### config.mk
export PLATFORM = sky130hd
export DESIGN_NAME = cache2w
export DESIGN_NICKNAME = d
export VERILOG_FILES = /design/src/rtl/cache2w_pkg.sv /design/src/rtl/cache2w_way.sv /design/src/rtl/cache2w_lru.sv /design/src/rtl/cache2w_ctrl.sv /design/src/rtl/cache2w.sv
export SDC_FILE = /design/constraint.sdc
export NUM_CORES = 1
export LEC_CHECK = 0
export BUFFER_PORTS_ARGS = -buffer_cell sky130_fd_sc_hd__buf_4
export CAP_MARGIN = 30
export CELL_PAD_IN_SITES_DETAIL_PLACEMENT = 1
export CELL_PAD_IN_SITES_GLOBAL_PLACEMENT = 1
export CORE_MARGIN = 2
export CORE_UTILIZATION = 25
export DETAILED_ROUTE_END_ITERATION = 8
export GPL_TIMING_DRIVEN = 0
export PLACE_DENSITY = 0.49
export SYNTH_ARGS = -nofsm -noshare
export SYNTH_HDL_FRONTEND = slang
export SYNTH_SLANG_ARGS = --single-unit
### constraint.sdc
create_clock -name clk -period 4.85 [get_ports clk]
set_clock_uncertainty 0.05 [all_clocks]
set_input_delay 0 -clock clk [delete_from_list [all_inputs] [get_ports clk]]
set_output_delay 0 -clock clk [all_outputs]
set_load 0.1 [all_outputs]
### src/rtl/cache2w_pkg.sv
package cache2w_pkg;
  typedef enum logic [2:0] {
    ST_IDLE,
    ST_LOOK,
    ST_EVICT,
    ST_FETCH,
    ST_WAIT
  } seq_e;
endpackage

### src/rtl/cache2w_way.sv
module cache2w_way #(
  parameter int SETS   = 2,
  parameter int WORDS  = 2,
  parameter int TAG_W  = 6,
  parameter int DATA_W = 16
) (
  input  logic                         clk,
  input  logic                         rst_n,
  input  logic [$clog2(SETS)-1:0]      idx,
  input  logic [$clog2(WORDS)-1:0]     rd_off,
  input  logic [TAG_W-1:0]             cmp_tag,
  output logic                         hit,
  output logic                         vld,
  output logic                         drt,
  output logic [TAG_W-1:0]             tag_o,
  output logic [DATA_W-1:0]            word_o,
  input  logic                         wr_en,
  input  logic [$clog2(WORDS)-1:0]     wr_off,
  input  logic [DATA_W-1:0]            wr_data,
  input  logic                         dirty_set,
  input  logic                         install
);
  localparam int IDX_W = $clog2(SETS);
  localparam int OFF_W = $clog2(WORDS);
  localparam int LINES = SETS * WORDS;

  logic [SETS-1:0]   vld_q;
  logic [SETS-1:0]   drt_q;
  logic [TAG_W-1:0]  tag_q [SETS];
  logic [DATA_W-1:0] dat_q [LINES];

  // state bits: install clears dirty, a store hit sets it
  always_ff @(posedge clk or negedge rst_n) begin
    if (!rst_n) begin
      vld_q <= '0;
      drt_q <= '0;
    end else begin
      if (install) begin
        vld_q[idx] <= 1'b1;
        drt_q[idx] <= 1'b0;
      end
      if (dirty_set) drt_q[idx] <= 1'b1;
    end
  end

  always_ff @(posedge clk) begin
    if (install) tag_q[idx] <= cmp_tag;
  end

  always_ff @(posedge clk) begin
    if (wr_en) dat_q[{idx, wr_off}] <= wr_data;
  end

  logic [IDX_W+OFF_W-1:0] rd_ptr;
  assign rd_ptr = {idx, rd_off};

  assign vld    = vld_q[idx];
  assign drt    = drt_q[idx];
  assign tag_o  = tag_q[idx];
  assign hit    = vld_q[idx] && (tag_q[idx] == cmp_tag);
  assign word_o = dat_q[rd_ptr];
endmodule

### src/rtl/cache2w_lru.sv
module cache2w_lru #(
  parameter int SETS = 2
) (
  input  logic                    clk,
  input  logic                    rst_n,
  input  logic [$clog2(SETS)-1:0] idx,
  input  logic                    touch,
  input  logic                    touch_way,
  input  logic                    vld0,
  input  logic                    vld1,
  output logic                    victim
);
  // one bit per set: the way used most recently
  logic [SETS-1:0] mru_q;

  always_ff @(posedge clk or negedge rst_n) begin
    if (!rst_n) mru_q <= '0;
    else if (touch) mru_q[idx] <= touch_way;
  end

  // empty way first, then the older of two valid ways
  always_comb begin
    if (!vld0)      victim = 1'b0;
    else if (!vld1) victim = 1'b1;
    else            victim = ~mru_q[idx];
  end
endmodule

### src/rtl/cache2w_ctrl.sv
module cache2w_ctrl #(
  parameter int WORDS = 2
) (
  input  logic                        clk,
  input  logic                        rst_n,
  input  logic                        cpu_req_valid,
  output logic                        cpu_req_ready,
  input  logic                        any_hit,
  input  logic                        vic_way,
  input  logic                        vic_dirty,
  input  logic                        mem_req_ready,
  input  logic                        mem_rsp_valid,
  output cache2w_pkg::seq_e           state,
  output logic [$clog2(WORDS)-1:0]    cnt,
  output logic                        vic_q,
  output logic                        missed
);
  import cache2w_pkg::*;
  localparam int OFF_W = $clog2(WORDS);
  localparam logic [OFF_W-1:0] LAST = OFF_W'(WORDS - 1);

  always_ff @(posedge clk or negedge rst_n) begin
    if (!rst_n) begin
      state  <= ST_IDLE;
      cnt    <= '0;
      vic_q  <= 1'b0;
      missed <= 1'b0;
    end else begin
      case (state)
        ST_IDLE: begin
          if (cpu_req_valid) begin
            state  <= ST_LOOK;
            missed <= 1'b0;
          end
        end
        ST_LOOK: begin
          if (any_hit) begin
            state <= ST_IDLE;
          end else begin
            missed <= 1'b1;
            vic_q  <= vic_way;
            cnt    <= '0;
            state  <= vic_dirty ? ST_EVICT : ST_FETCH;
          end
        end
        ST_EVICT: begin
          if (mem_req_ready) begin
            cnt <= cnt + 1'b1;
            if (cnt == LAST) state <= ST_FETCH;
          end
        end
        ST_FETCH: begin
          if (mem_req_ready) state <= ST_WAIT;
        end
        ST_WAIT: begin
          if (mem_rsp_valid) begin
            cnt   <= cnt + 1'b1;
            state <= (cnt == LAST) ? ST_LOOK : ST_FETCH;
          end
        end
        default: state <= ST_IDLE;
      endcase
    end
  end

  assign cpu_req_ready = (state == ST_IDLE);
endmodule

### src/rtl/cache2w.sv
module cache2w #(
  parameter int ADDR_W = 8,
  parameter int DATA_W = 16,
  parameter int WORDS  = 2,
  parameter int SETS   = 2
) (
  input  logic              clk,
  input  logic              rst_n,
  input  logic              cpu_req_valid,
  output logic              cpu_req_ready,
  input  logic              cpu_req_we,
  input  logic [ADDR_W-1:0] cpu_req_addr,
  input  logic [DATA_W-1:0] cpu_req_wdata,
  output logic              cpu_rsp_valid,
  output logic              cpu_rsp_hit,
  output logic [DATA_W-1:0] cpu_rsp_rdata,
  output logic              mem_req_valid,
  input  logic              mem_req_ready,
  output logic              mem_req_we,
  output logic [ADDR_W-1:0] mem_req_addr,
  output logic [DATA_W-1:0] mem_req_wdata,
  input  logic              mem_rsp_valid,
  input  logic [DATA_W-1:0] mem_rsp_rdata
);
  import cache2w_pkg::*;
  localparam int IDX_W = $clog2(SETS);
  localparam int OFF_W = $clog2(WORDS);
  localparam int TAG_W = ADDR_W - IDX_W - OFF_W;
  localparam int NWAY  = 2;

  // latched request
  logic              rq_we;
  logic [ADDR_W-1:0] rq_addr;
  logic [DATA_W-1:0] rq_wdata;
  logic [OFF_W-1:0]  rq_off;
  logic [IDX_W-1:0]  rq_idx;
  logic [TAG_W-1:0]  rq_tag;

  always_ff @(posedge clk or negedge rst_n) begin
    if (!rst_n) begin
      rq_we    <= 1'b0;
      rq_addr  <= '0;
      rq_wdata <= '0;
    end else if (cpu_req_valid && cpu_req_ready) begin
      rq_we    <= cpu_req_we;
      rq_addr  <= cpu_req_addr;
      rq_wdata <= cpu_req_wdata;
    end
  end

  assign rq_off = rq_addr[OFF_W-1:0];
  assign rq_idx = rq_addr[OFF_W +: IDX_W];
  assign rq_tag = rq_addr[ADDR_W-1 -: TAG_W];

  // sequencer
  seq_e             state;
  logic [OFF_W-1:0] cnt;
  logic             vic_q;
  logic             missed;
  logic             vic_way;
  logic             vic_dirty;
  logic             any_hit;
  logic             hit_way;

  // way arrays
  logic [NWAY-1:0]   hit_w;
  logic [NWAY-1:0]   vld_w;
  logic [NWAY-1:0]   drt_w;
  logic [NWAY-1:0]   wr_w;
  logic [NWAY-1:0]   dset_w;
  logic [NWAY-1:0]   inst_w;
  logic [TAG_W-1:0]  tag_w  [NWAY];
  logic [DATA_W-1:0] word_w [NWAY];

  logic             look;
  logic             fill_beat;
  logic             last_beat;
  logic             store_hit;
  logic [OFF_W-1:0] rd_off;
  logic [OFF_W-1:0] wr_off;
  logic [DATA_W-1:0] wr_data;

  assign look      = (state == ST_LOOK);
  assign any_hit   = |hit_w;
  assign hit_way   = hit_w[1];
  assign fill_beat = (state == ST_WAIT) && mem_rsp_valid;
  assign last_beat = (cnt == OFF_W'(WORDS - 1));
  assign store_hit = look && any_hit && rq_we;
  assign rd_off    = (state == ST_EVICT) ? cnt : rq_off;
  assign wr_off    = look ? rq_off : cnt;
  assign wr_data   = look ? rq_wdata : mem_rsp_rdata;

  cache2w_ctrl #(.WORDS(WORDS)) u_ctrl (
    .clk           (clk),
    .rst_n         (rst_n),
    .cpu_req_valid (cpu_req_valid),
    .cpu_req_ready (cpu_req_ready),
    .any_hit       (any_hit),
    .vic_way       (vic_way),
    .vic_dirty     (vic_dirty),
    .mem_req_ready (mem_req_ready),
    .mem_rsp_valid (mem_rsp_valid),
    .state         (state),
    .cnt           (cnt),
    .vic_q         (vic_q),
    .missed        (missed)
  );

  for (genvar w = 0; w < NWAY; w++) begin : g_way
    localparam logic SEL = (w == 1);
    assign dset_w[w] = store_hit && (hit_way == SEL);
    assign wr_w[w]   = dset_w[w] || (fill_beat && (vic_q == SEL));
    assign inst_w[w] = fill_beat && last_beat && (vic_q == SEL);

    cache2w_way #(
      .SETS   (SETS),
      .WORDS  (WORDS),
      .TAG_W  (TAG_W),
      .DATA_W (DATA_W)
    ) u_way (
      .clk       (clk),
      .rst_n     (rst_n),
      .idx       (rq_idx),
      .rd_off    (rd_off),
      .cmp_tag   (rq_tag),
      .hit       (hit_w[w]),
      .vld       (vld_w[w]),
      .drt       (drt_w[w]),
      .tag_o     (tag_w[w]),
      .word_o    (word_w[w]),
      .wr_en     (wr_w[w]),
      .wr_off    (wr_off),
      .wr_data   (wr_data),
      .dirty_set (dset_w[w]),
      .install   (inst_w[w])
    );
  end

  // recency: hits and completed fills both count as a use
  logic touch;
  logic touch_way;
  assign touch     = (look && any_hit) || (|inst_w);
  assign touch_way = look ? hit_way : vic_q;

  cache2w_lru #(.SETS(SETS)) u_lru (
    .clk       (clk),
    .rst_n     (rst_n),
    .idx       (rq_idx),
    .touch     (touch),
    .touch_way (touch_way),
    .vld0      (vld_w[0]),
    .vld1      (vld_w[1]),
    .victim    (vic_way)
  );

  assign vic_dirty = vld_w[vic_way] && drt_w[vic_way];

  // memory request channel
  assign mem_req_valid = (state == ST_EVICT) || (state == ST_FETCH);
  assign mem_req_we    = (state == ST_EVICT);
  assign mem_req_addr  = (state == ST_EVICT) ? {tag_w[vic_q], rq_idx, cnt}
                                             : {rq_tag, rq_idx, cnt};
  assign mem_req_wdata = word_w[vic_q];

  // processor response, one-cycle pulse
  always_ff @(posedge clk or negedge rst_n) begin
    if (!rst_n) begin
      cpu_rsp_valid <= 1'b0;
      cpu_rsp_hit   <= 1'b0;
      cpu_rsp_rdata <= '0;
    end else begin
      cpu_rsp_valid <= look && any_hit;
      if (look && any_hit) begin
        cpu_rsp_hit   <= !missed;
        cpu_rsp_rdata <= rq_we ? rq_wdata : word_w[hit_way];
      end
    end
  end
endmodule

==> metrics.sh, run 1 <==
CTS-ROOT-BUF='sky130_fd_sc_hd__clkbuf_16'
FFS_W_ASYNC_S_R_SYNTH=0.2796
GR-USAGE-ALL-LAYERS=0.1681
TIMING_HOLD_VIOLATIONS_FINAL=0
FINALHOLDWORSTSLACK_PS=166.5
SYNTHCELLS=699
RR_STARTPOINT='u_ctrl.state[1]$_DFFE_PN0P_'
NUM-NETS-FINAL=926
CELLLEAKAGEPOWER_nW=4.810
WORSTSKEWPAIRLATENCY_PS=550
WORST-ENDPOINT-REQUIRED_PS=5070
FIRST_PASS_GRT_WIRE_LENGTH_MM=53.05
POWER_PER_CELL_AREA_mW_PER_MM2=722.7
FINAL_MIN_PERIOD_OVER_CLOCK_PERIOD=0.8532
FINAL_LAYOUT_SIZE_SUFFIX_GT1_FRAC=0.3144
SYNTH_SIMPLE_GATE_AREA_FRAC=0.08528
P_SEQ_FRAC=0.256
MAX-VDD-IR-DROP_mV=0.5530
WL_PER_CELL_UM=25.19
DIE_AREA_MM2=0.04302
POST_SYNTH_MUX_AREA_SHARE=0.2151
DRV_SLEW=0
CLOCK_NETWORK_FRACTION_OF_DESIGN_POWER=0.201
FP.COREAREA_MM2=0.04083
VIA_COUNT=7070
AVG_SYNTHESIZED_CELL_AREA_UM2=14.80
PLACEMENT.IO_BUFFERS=90
SETUP_VIOL_COUNT_FINAL=0
CPPEAKSTAGEDELAY_PS=710
TIMING.CRITICAL_PATH.ARRIVAL_PS=4350
POST_SYNTH_FA_HA_MAJ_AREA_FRACTION=0
SETUP.WORST_PATH.END_CLASS='flop'
TIMING.SLEW.HEADROOM=0.3366
CRITICAL_PATH.CELL_CHAIN='clkbuf_1 -> nor2_1 -> nand2_1 -> clkbuf_1 -> buf_1 -> mux2i_1 -> nand2_1 -> nor2_2 -> buf_16'
ENDPOINT='g_way[1].u_way.dat_q[2][4]$_DFFE_PP_'
FINAL_DESIGN_AREA_NO_FILL_MM2=0.01328
SYNTH-XOR-AREA-SHARE=0.01185
INITIAL_UTILIZATION=0.2533
DETAIL-ROUTE-ANTENNA-NETS=0
VIA_DENSITY_PER_INSTANCE=4.937
PLACE_AREA_MM2=0.01193
DRT_DRC_VIOLATIONS_LEFT=0
FMAXACHIEVABLE_MHz=241.7
CTS_TREE='built'
PWR-SHARE-COMB=0.543
REGISTER_TO_REGISTER_SETUP_SLACK_PS=710
LEADING_CELL_TYPE_IN_THE_LAYOUT_FILL_AND_TAPS_EXCLUDED='sky130_fd_sc_hd__edfxtp_1'
DRT-INITIAL-DRC-COUNT=500
DIE_HEIGHT_UM=207.4
TIGHTEST_SLEW_PS=995.0
DR.PASS1.ITERS=5
WORST_PATH_MAX_DELAY_CELL='sky130_fd_sc_hd__clkbuf_1'
HOLD_PATH.CLASS='input pin to flop'
MAXCAPVIOLATIONS=0
SYNTH_TOP_FAMILY_BY_AREA='multiplexers'
YS.FLOP_TYPE='sky130_fd_sc_hd__edfxtp_1'
TOTAL_OF_FLIP_FLOPS_PLUS_LATCHES_AFTER_SYNTHESIS=211
SWITCHING_PART_OF_THE_TOTAL_POWER=0.4843
GRT_REMAINING_OVERFLOW=0
SYN_TO_FINAL_GROWTH_PCT=28.35
STARTPOINT='u_ctrl.state[1]$_DFFE_PN0P_'
POST_SYNTHESIS_COMPOUND_GATE_AREA_FRACTION=0.07439
SYNTH_ENABLE_FLOP_CELLS=152
FIN_SETUP_TNS_PS=0
YOSYS.CELL_TYPES.COUNT=52
CTS.REPORTEDPATHS.CLKPINSLEW_PS=60
DETAIL_ROUTE.WIRELENGTH_MM=36.08
ANTENNA_CELL_COUNT=0
SYNTH-WARNING-COUNT=0
NUMBER_OF_ANTENNA_VIOLATIONS_AT_THE_FIRST_CHECK_IN_GLOBAL_ROUTING=0
CTSRESIZECOUNT=0
FIN_CRIT_PS=4138
CRIT-REG2REG-CAPTURE='g_way[1].u_way.dat_q[2][4]$_DFFE_PP_'
NETLIST_AREA_MM2=0.01034
CTSHTREEMAXLEVEL=1
CRITPATHMAXFANOUT=10
CORE.ROWCOUNT=74
TIMING_WORST_SETUP_PATH_TYPE='flop to flop'
IOPINCOUNT=91
CLOCKBUFFERDEPTH=3
DIEWIDTH_UM=207.4
NUMCTSBUFFERS=26
CP_LAUNCH_TYPE='flop'
RSZ0062_AT_GRT='false'
CTS_SINKS=211
CTS_POST_SETUP_BUFFERS_INSERTED=0
P_INT_W=0.004948
SYNTHESIS.NETS=745
WORST_R2R_PATH_DEPTH=9
YOSYSSEQAREASHARE=0.5840
GP_CONGESTION=0.7381
FIRST_GLOBAL_VIAS=7529
PIN_COUNT_OF_THE_BIGGEST_NET_ENTERING_GLOBAL_ROUTING=60
P_SWITCHING_W=0.004647
LAYOUT.CELLS.MOST_COMMON_LIST='sky130_fd_sc_hd__edfxtp_1 (152), sky130_fd_sc_hd__buf_4 (94), sky130_fd_sc_hd__mux4_2 (68)'
RUN_STATUS='complete, no violations'
PLACE.DETAILED.HPWL_MM=24.79
-- per-stage QoR --
| stage | instances | total power (W) | worst slack, ps | util |
|---|---|---|---|---|
| after floorplan | 699 | 0.006197 | 684.4 | - |
| after global placement | 1321 | 0.007657 | -946.7 | 0.2862 |
| after detailed placement | 1335 | 0.007720 | 662.3 | 0.2922 |
| after CTS | 1429 | 0.009701 | 661.3 | 0.3241 |
| after global routing | 1432 | 0.01004 | 427.3 | 0.3252 |
| final | 1432 | 0.009595 | 712.1 | 0.3252 |
-- flip-flops by register name (all words and copies together) (netlist names), 2 cells and up, named ones only --
| register | count |
|---|---|
| cpu_rsp_rdata | 16 |
| u_lru.mru_q | 2 |
| rq_wdata | 16 |
| g_way.u_way.vld_q | 4 |
| rq_addr | 8 |
| u_ctrl.state | 3 |
| g_way.u_way.tag_q | 24 |
| g_way.u_way.dat_q | 128 |
-- worst max-delay path, delay by kind of cell, from the launching register on --
family        cells  cell delay (ps)
mux               1              460
buf+inv           4             2000
flops             1              340
simple gates      4             1000
-- power by group through the flow --
stage               Clock, W  Combinational (W)  Sequential, W
global route         0.00204            0.00552        0.00248
CTS                  0.00197            0.00528        0.00246
global placement           0            0.00517        0.00249
finish               0.00193            0.00521        0.00245
floorplan                  0            0.00367        0.00253
detailed placement         0            0.00523        0.00249
-- repair_timing --
item / 4_1_cts / 5_1_grt
setup endpoints to repair: 0 / 0
hold buffers: 46 / 1
endpoints found under the hold margin: 216 / 29
-- cell usage after synthesis (15+ instances only) --
cell / n / area (µm²)
sky130_fd_sc_hd__a221o_1: 15 / 150.1
sky130_fd_sc_hd__clkbuf_1: 28 / 105.1
sky130_fd_sc_hd__edfxtp_1: 152 / 4564
sky130_fd_sc_hd__a21oi_1: 23 / 115.1
sky130_fd_sc_hd__nor2b_1: 19 / 118.9
sky130_fd_sc_hd__dfrtp_1: 59 / 1476
sky130_fd_sc_hd__and2_1: 18 / 112.6
sky130_fd_sc_hd__o22a_1: 16 / 140.1
sky130_fd_sc_hd__mux2_2: 33 / 371.6
sky130_fd_sc_hd__buf_2: 15 / 75.07
sky130_fd_sc_hd__nor3_1: 20 / 100.1
sky130_fd_sc_hd__mux4_2: 68 / 1531
sky130_fd_sc_hd__o311a_1: 16 / 160.2
sky130_fd_sc_hd__mux2i_1: 31 / 310.3
sky130_fd_sc_hd__nand3_1: 22 / 110.1
sky130_fd_sc_hd__nand2_1: 65 / 244.0
-- metal layers --
metal | wire length, µm | global-route usage | vias to the layer above
met1 | 16680 | 0.2376 | 3701
met4 | 920 | 0.05148 | 0
met3 | 1818 | 0.02708 | 54
li1 | - | - | 3122
met2 | 16660 | 0.2651 | 193
met5 | 0 | 0 | -
-- worst min path at each step --
stage                           from                            end  slack [ps]  cells after the start
floorplan                      rst_n     asynchronous set/reset pin        -350                      0
global placement               rst_n         rq_addr[6]$_DFFE_PN0P_         150                      1
detailed placement             rst_n         rq_addr[3]$_DFFE_PN0P_         160                      1
CTS                            rst_n  cpu_rsp_rdata[10]$_DFFE_PN0P_         120                      2
global route        cpu_req_wdata[9]        rq_wdata[9]$_DFFE_PN0P_         170                      3
finish              cpu_req_wdata[8]        rq_wdata[8]$_DFFE_PN0P_         170                      3
-- kinds of logic (layout without fill, tap and decap cells) --
group,after synthesis,after routing
AOI/OAI and AO/OA,98,98
xor gates and xnor gates,14,14
DFF,211,211
and+or+nand+nor,177,177
buffers and inverters,66,267
muxes,133,133
-- final cells by class --
type	instances	area, µm²
flip-flops and latches	211	6041
inverters	8	30.03
clock inverters	8	80.08
clock buffers	40	763.2
well taps	532	665.6
repair buffers	153	1394
multi-input cells	422	4029
plain buffers	58	274.0
fillers	4284	27560
No activity file was read; power rests on OpenSTA's default activity.
==> run 2: changes to the inputs <==
--- a/config.mk
+++ b/config.mk
@@ -7,13 +7,11 @@
 export LEC_CHECK = 0
 export BUFFER_PORTS_ARGS = -buffer_cell sky130_fd_sc_hd__buf_4
 export CAP_MARGIN = 30
-export CELL_PAD_IN_SITES_DETAIL_PLACEMENT = 1
-export CELL_PAD_IN_SITES_GLOBAL_PLACEMENT = 1
 export CORE_MARGIN = 2
 export CORE_UTILIZATION = 25
 export DETAILED_ROUTE_END_ITERATION = 8
 export GPL_TIMING_DRIVEN = 0
-export PLACE_DENSITY = 0.49
+export PLACE_DENSITY = 0.43
 export SYNTH_ARGS = -nofsm -noshare
 export SYNTH_HDL_FRONTEND = slang
 export SYNTH_SLANG_ARGS = --single-unit
==> metrics.sh, run 2 (same netlist as run 1, synthesis figures left out) <==
CTSHTREEMAXLEVEL=1  # unchanged
CRITPATHMAXFANOUT=10  # unchanged
CELLLEAKAGEPOWER_nW=4.815  # +0.10%
PLACE.DETAILED.HPWL_MM=22.98  # -7.3%
CTSRESIZECOUNT=0  # unchanged
REGISTERS_WITH_THE_HIGHEST_FLIP_FLOP_COUNTS='g_way.u_way.dat_q: 128 flops, g_way.u_way.tag_q: 24 flops'
INITIAL_UTILIZATION=0.2533  # unchanged
PLACE.DETAILED.INSTANCES=1333  # -0.15%
MAXCAPVIOLATIONS=0  # unchanged
DIE_AREA_MM2=0.04302  # unchanged
WL_PER_CELL_UM=23.30  # -7.5%
PRE_CTS_SLACK_PS=874.6  # +212.3 ps
GRT_USE_MET1=0.2216  # -0.01603
DETAIL-ROUTE-ANTENNA-NETS=0  # unchanged
LEADING_CELL_TYPE_IN_THE_LAYOUT_FILL_AND_TAPS_EXCLUDED='sky130_fd_sc_hd__edfxtp_1'
DETAIL_ROUTE.WIRELENGTH_MM=33.35  # -7.6%
PIN_COUNT_OF_THE_BIGGEST_NET_ENTERING_GLOBAL_ROUTING=60  # unchanged
DRT_DRC_VIOLATIONS_LEFT=0  # unchanged
FINAL_DESIGN_AREA_NO_FILL_MM2=0.01325  # -0.20%
NUM-NETS-FINAL=925  # -0.11%
TIMING_HOLD_VIOLATIONS_FINAL=0  # unchanged
IOPINCOUNT=91  # unchanged
FIN_SETUP_TNS_PS=0  # unchanged
CPPEAKSTAGEDELAY_PS=660  # -50 ps
SYN_TO_FINAL_GROWTH_PCT=28.10
MAX_REG_FLOPS=128  # unchanged
HOLD_PATH.CLASS='input pin to flop'
TOP_REGISTER='g_way.u_way.dat_q'
LAYOUT.AREA.SEQ_MM2=0.006041  # unchanged
CORE.ROWCOUNT=74  # unchanged
FINALHOLDWORSTSLACK_PS=166.9  # +0.3750 ps
FILLCELLCOUNT=4051  # -5.4%
HOLDBUFCOUNTCTS=46  # unchanged
TIMING_WORST_SETUP_PATH_TYPE='flop to flop'
GR-USAGE-ALL-LAYERS=0.1534  # -0.01475
POST-ROUTE-WORST-SETUP-SLACK_PS=832.2  # +120.1 ps
LAYOUT.CELLS.MOST_COMMON_LIST='sky130_fd_sc_hd__edfxtp_1 (152), sky130_fd_sc_hd__buf_4 (94), sky130_fd_sc_hd__mux4_2 (68)'
FMAXACHIEVABLE_MHz=248.9  # +3.0%
CTS-ROOT-BUF='sky130_fd_sc_hd__clkbuf_16'
DIEWIDTH_UM=207.4  # unchanged
FINAL_MIN_PERIOD_OVER_CLOCK_PERIOD=0.8284  # -0.02477
FP.COREAREA_MM2=0.04083  # unchanged
NUMCTSBUFFERS=26  # unchanged
CTS.REPORTEDPATHS.CLKPINSLEW_PS=60  # about the same
TOP_USAGE_LAYER='met2'
PLACE_AREA_MM2=0.01188  # -0.45%
GRT_REMAINING_OVERFLOW=0  # unchanged
CTS_SINKS=211  # unchanged
VIA_DENSITY_PER_INSTANCE=4.809  # -2.6%
CLOCKBUFFERDEPTH=3  # unchanged
DRT-INITIAL-DRC-COUNT=535  # +7.0%
CRITICAL_PATH.CELL_CHAIN='clkbuf_1 -> nor2_1 -> nand2_1 -> clkbuf_1 -> buf_1 -> mux2i_1 -> nand2_1 -> nor2_2 -> buf_8'
FIN_CRIT_PS=4018  # -120.1 ps
CP_LAUNCH_TYPE='flop'
DR.PASS1.ITERS=5  # unchanged
GP_CONGESTION=0.7584  # +2.8%
POWER_PER_CELL_AREA_mW_PER_MM2=717.4  # -0.73%
CTS_TREE='built'
FIRST_PASS_GRT_WIRE_LENGTH_MM=48.44  # -8.7%
NUMBER_OF_ANTENNA_VIOLATIONS_AT_THE_FIRST_CHECK_IN_GLOBAL_ROUTING=0  # unchanged
VIA_COUNT=6882  # -2.7%
DIE_HEIGHT_UM=207.4  # unchanged
RUN_STATUS='complete, no violations'
SETUP_VIOL_COUNT_FINAL=0  # unchanged
PLACEMENT.IO_BUFFERS=90  # unchanged
TIMING.SLEW.HEADROOM=0.3484  # +0.01179
MULTI_INPUT_COMB_AREA_MM2=0.004029  # unchanged
WORST-ENDPOINT-REQUIRED_PS=5030  # -40 ps
RSZ0062_AT_GRT='false'
LAYOUTNONFILLERINSTCOUNT=1431  # -0.070%
FIRST_GLOBAL_VIAS=6978  # -7.3%
WORSTSKEWPAIRLATENCY_PS=540  # about the same
CTS_POST_SETUP_BUFFERS_INSERTED=0  # unchanged
DRV_SLEW=0  # unchanged
MAX-VDD-IR-DROP_mV=0.4337  # -22%
WORST_PATH_MAX_DELAY_CELL='sky130_fd_sc_hd__nor2_2'
SETUP.WORST_PATH.END_CLASS='flop'
GRT_UTIL_MET2=0.2420  # -0.02310
TIMING.CRITICAL_PATH.ARRIVAL_PS=4190  # -160 ps
FINAL_LAYOUT_SIZE_SUFFIX_GT1_FRAC=0.3148  # +0.0003498
GLOBALROUTEMET3UTIL=0.02254  # -0.004539
TIGHTEST_SLEW_PS=977.4  # -17.69 ps
ANTENNA_CELL_COUNT=0  # unchanged
[run 2: cell types whose count changed in the layout (fill, tap and decap cells not counted), moves of 2 or more]
cell / previous run / this run
sky130_fd_sc_hd__clkinv_2: 3 / 6
sky130_fd_sc_hd__buf_8: 7 / 4
sky130_fd_sc_hd__buf_6: 9 / 12
sky130_fd_sc_hd__clkinvlp_4: 2 / 0
sky130_fd_sc_hd__clkbuf_1: 36 / 33
sky130_fd_sc_hd__clkinv_1: 2 / 4
[run 2: worst paths after layout]
kind,start,endpoint,slack [ps],cells past startpoint
worst min-delay path,cpu_req_addr[1],rq_addr[1]$_DFFE_PN0P_,170,4
worst max-delay path,u_ctrl.state[1]$_DFFE_PN0P_,g_way[1].u_way.dat_q[2][9]$_DFFE_PP_,830,9
worst min register to register,g_way[1].u_way.vld_q[0]$_DFFE_PN0P_,g_way[1].u_way.vld_q[0]$_DFFE_PN0P_,410,1
min in group asynchronous,rst_n,rq_addr[3]$_DFFE_PN0P_,350,3
worst max register to register,u_ctrl.state[1]$_DFFE_PN0P_,g_way[1].u_way.dat_q[2][9]$_DFFE_PP_,830,9
max in group asynchronous,rst_n,rq_wdata[9]$_DFFE_PN0P_,3820,4
[run 2: layout make-up]
cell class / instances / share of cell area
Buffer: 58 / 0.02068
Clock buffer: 38 / 0.05864
Clock inverter: 10 / 0.005382
Inverter: 8 / 0.002266
Multi-Input combinational cell: 422 / 0.3041
Sequential cell: 211 / 0.4559
Tap cell: 532 / 0.05024
Timing Repair Buffer: 152 / 0.1028
[run 2: routing by layer]
layer | part of all wire | vias to the layer above
li1 | - | 3129
met1 | 0.48 | 3564
met2 | 0.46 | 149
met3 | 0.040 | 40
met4 | 0.023 | 0
met5 | 0 | -
[run 2: through the flow]
stage	total power, W	utilization
2_1_floorplan	0.006197	-
3_3_place_gp	0.007605	0.2862
3_5_place_dp	0.007617	0.2909
4_1_cts	0.009606	0.3229
5_1_grt	0.009945	0.3245
6_report	0.009506	0.3245
[run 2: critical path: cells and delay by family, from the launching register on]
family,cells,cell delay [ps]
DFF,1,330
muxes,1,450
buffers and inverters,4,1790
and+or+nand+nor,4,1050
[run 2: power breakdown]
| group | switching [W] | internal [W] | total [W] |
|---|---|---|---|
| sequential | 0.000198 | 0.00227 | 0.00247 |
| combinational | 0.00358 | 0.00153 | 0.00511 |
| clock | 0.000775 | 0.00116 | 0.00193 |
| total | 0.00455 | 0.00495 | 0.00951 |
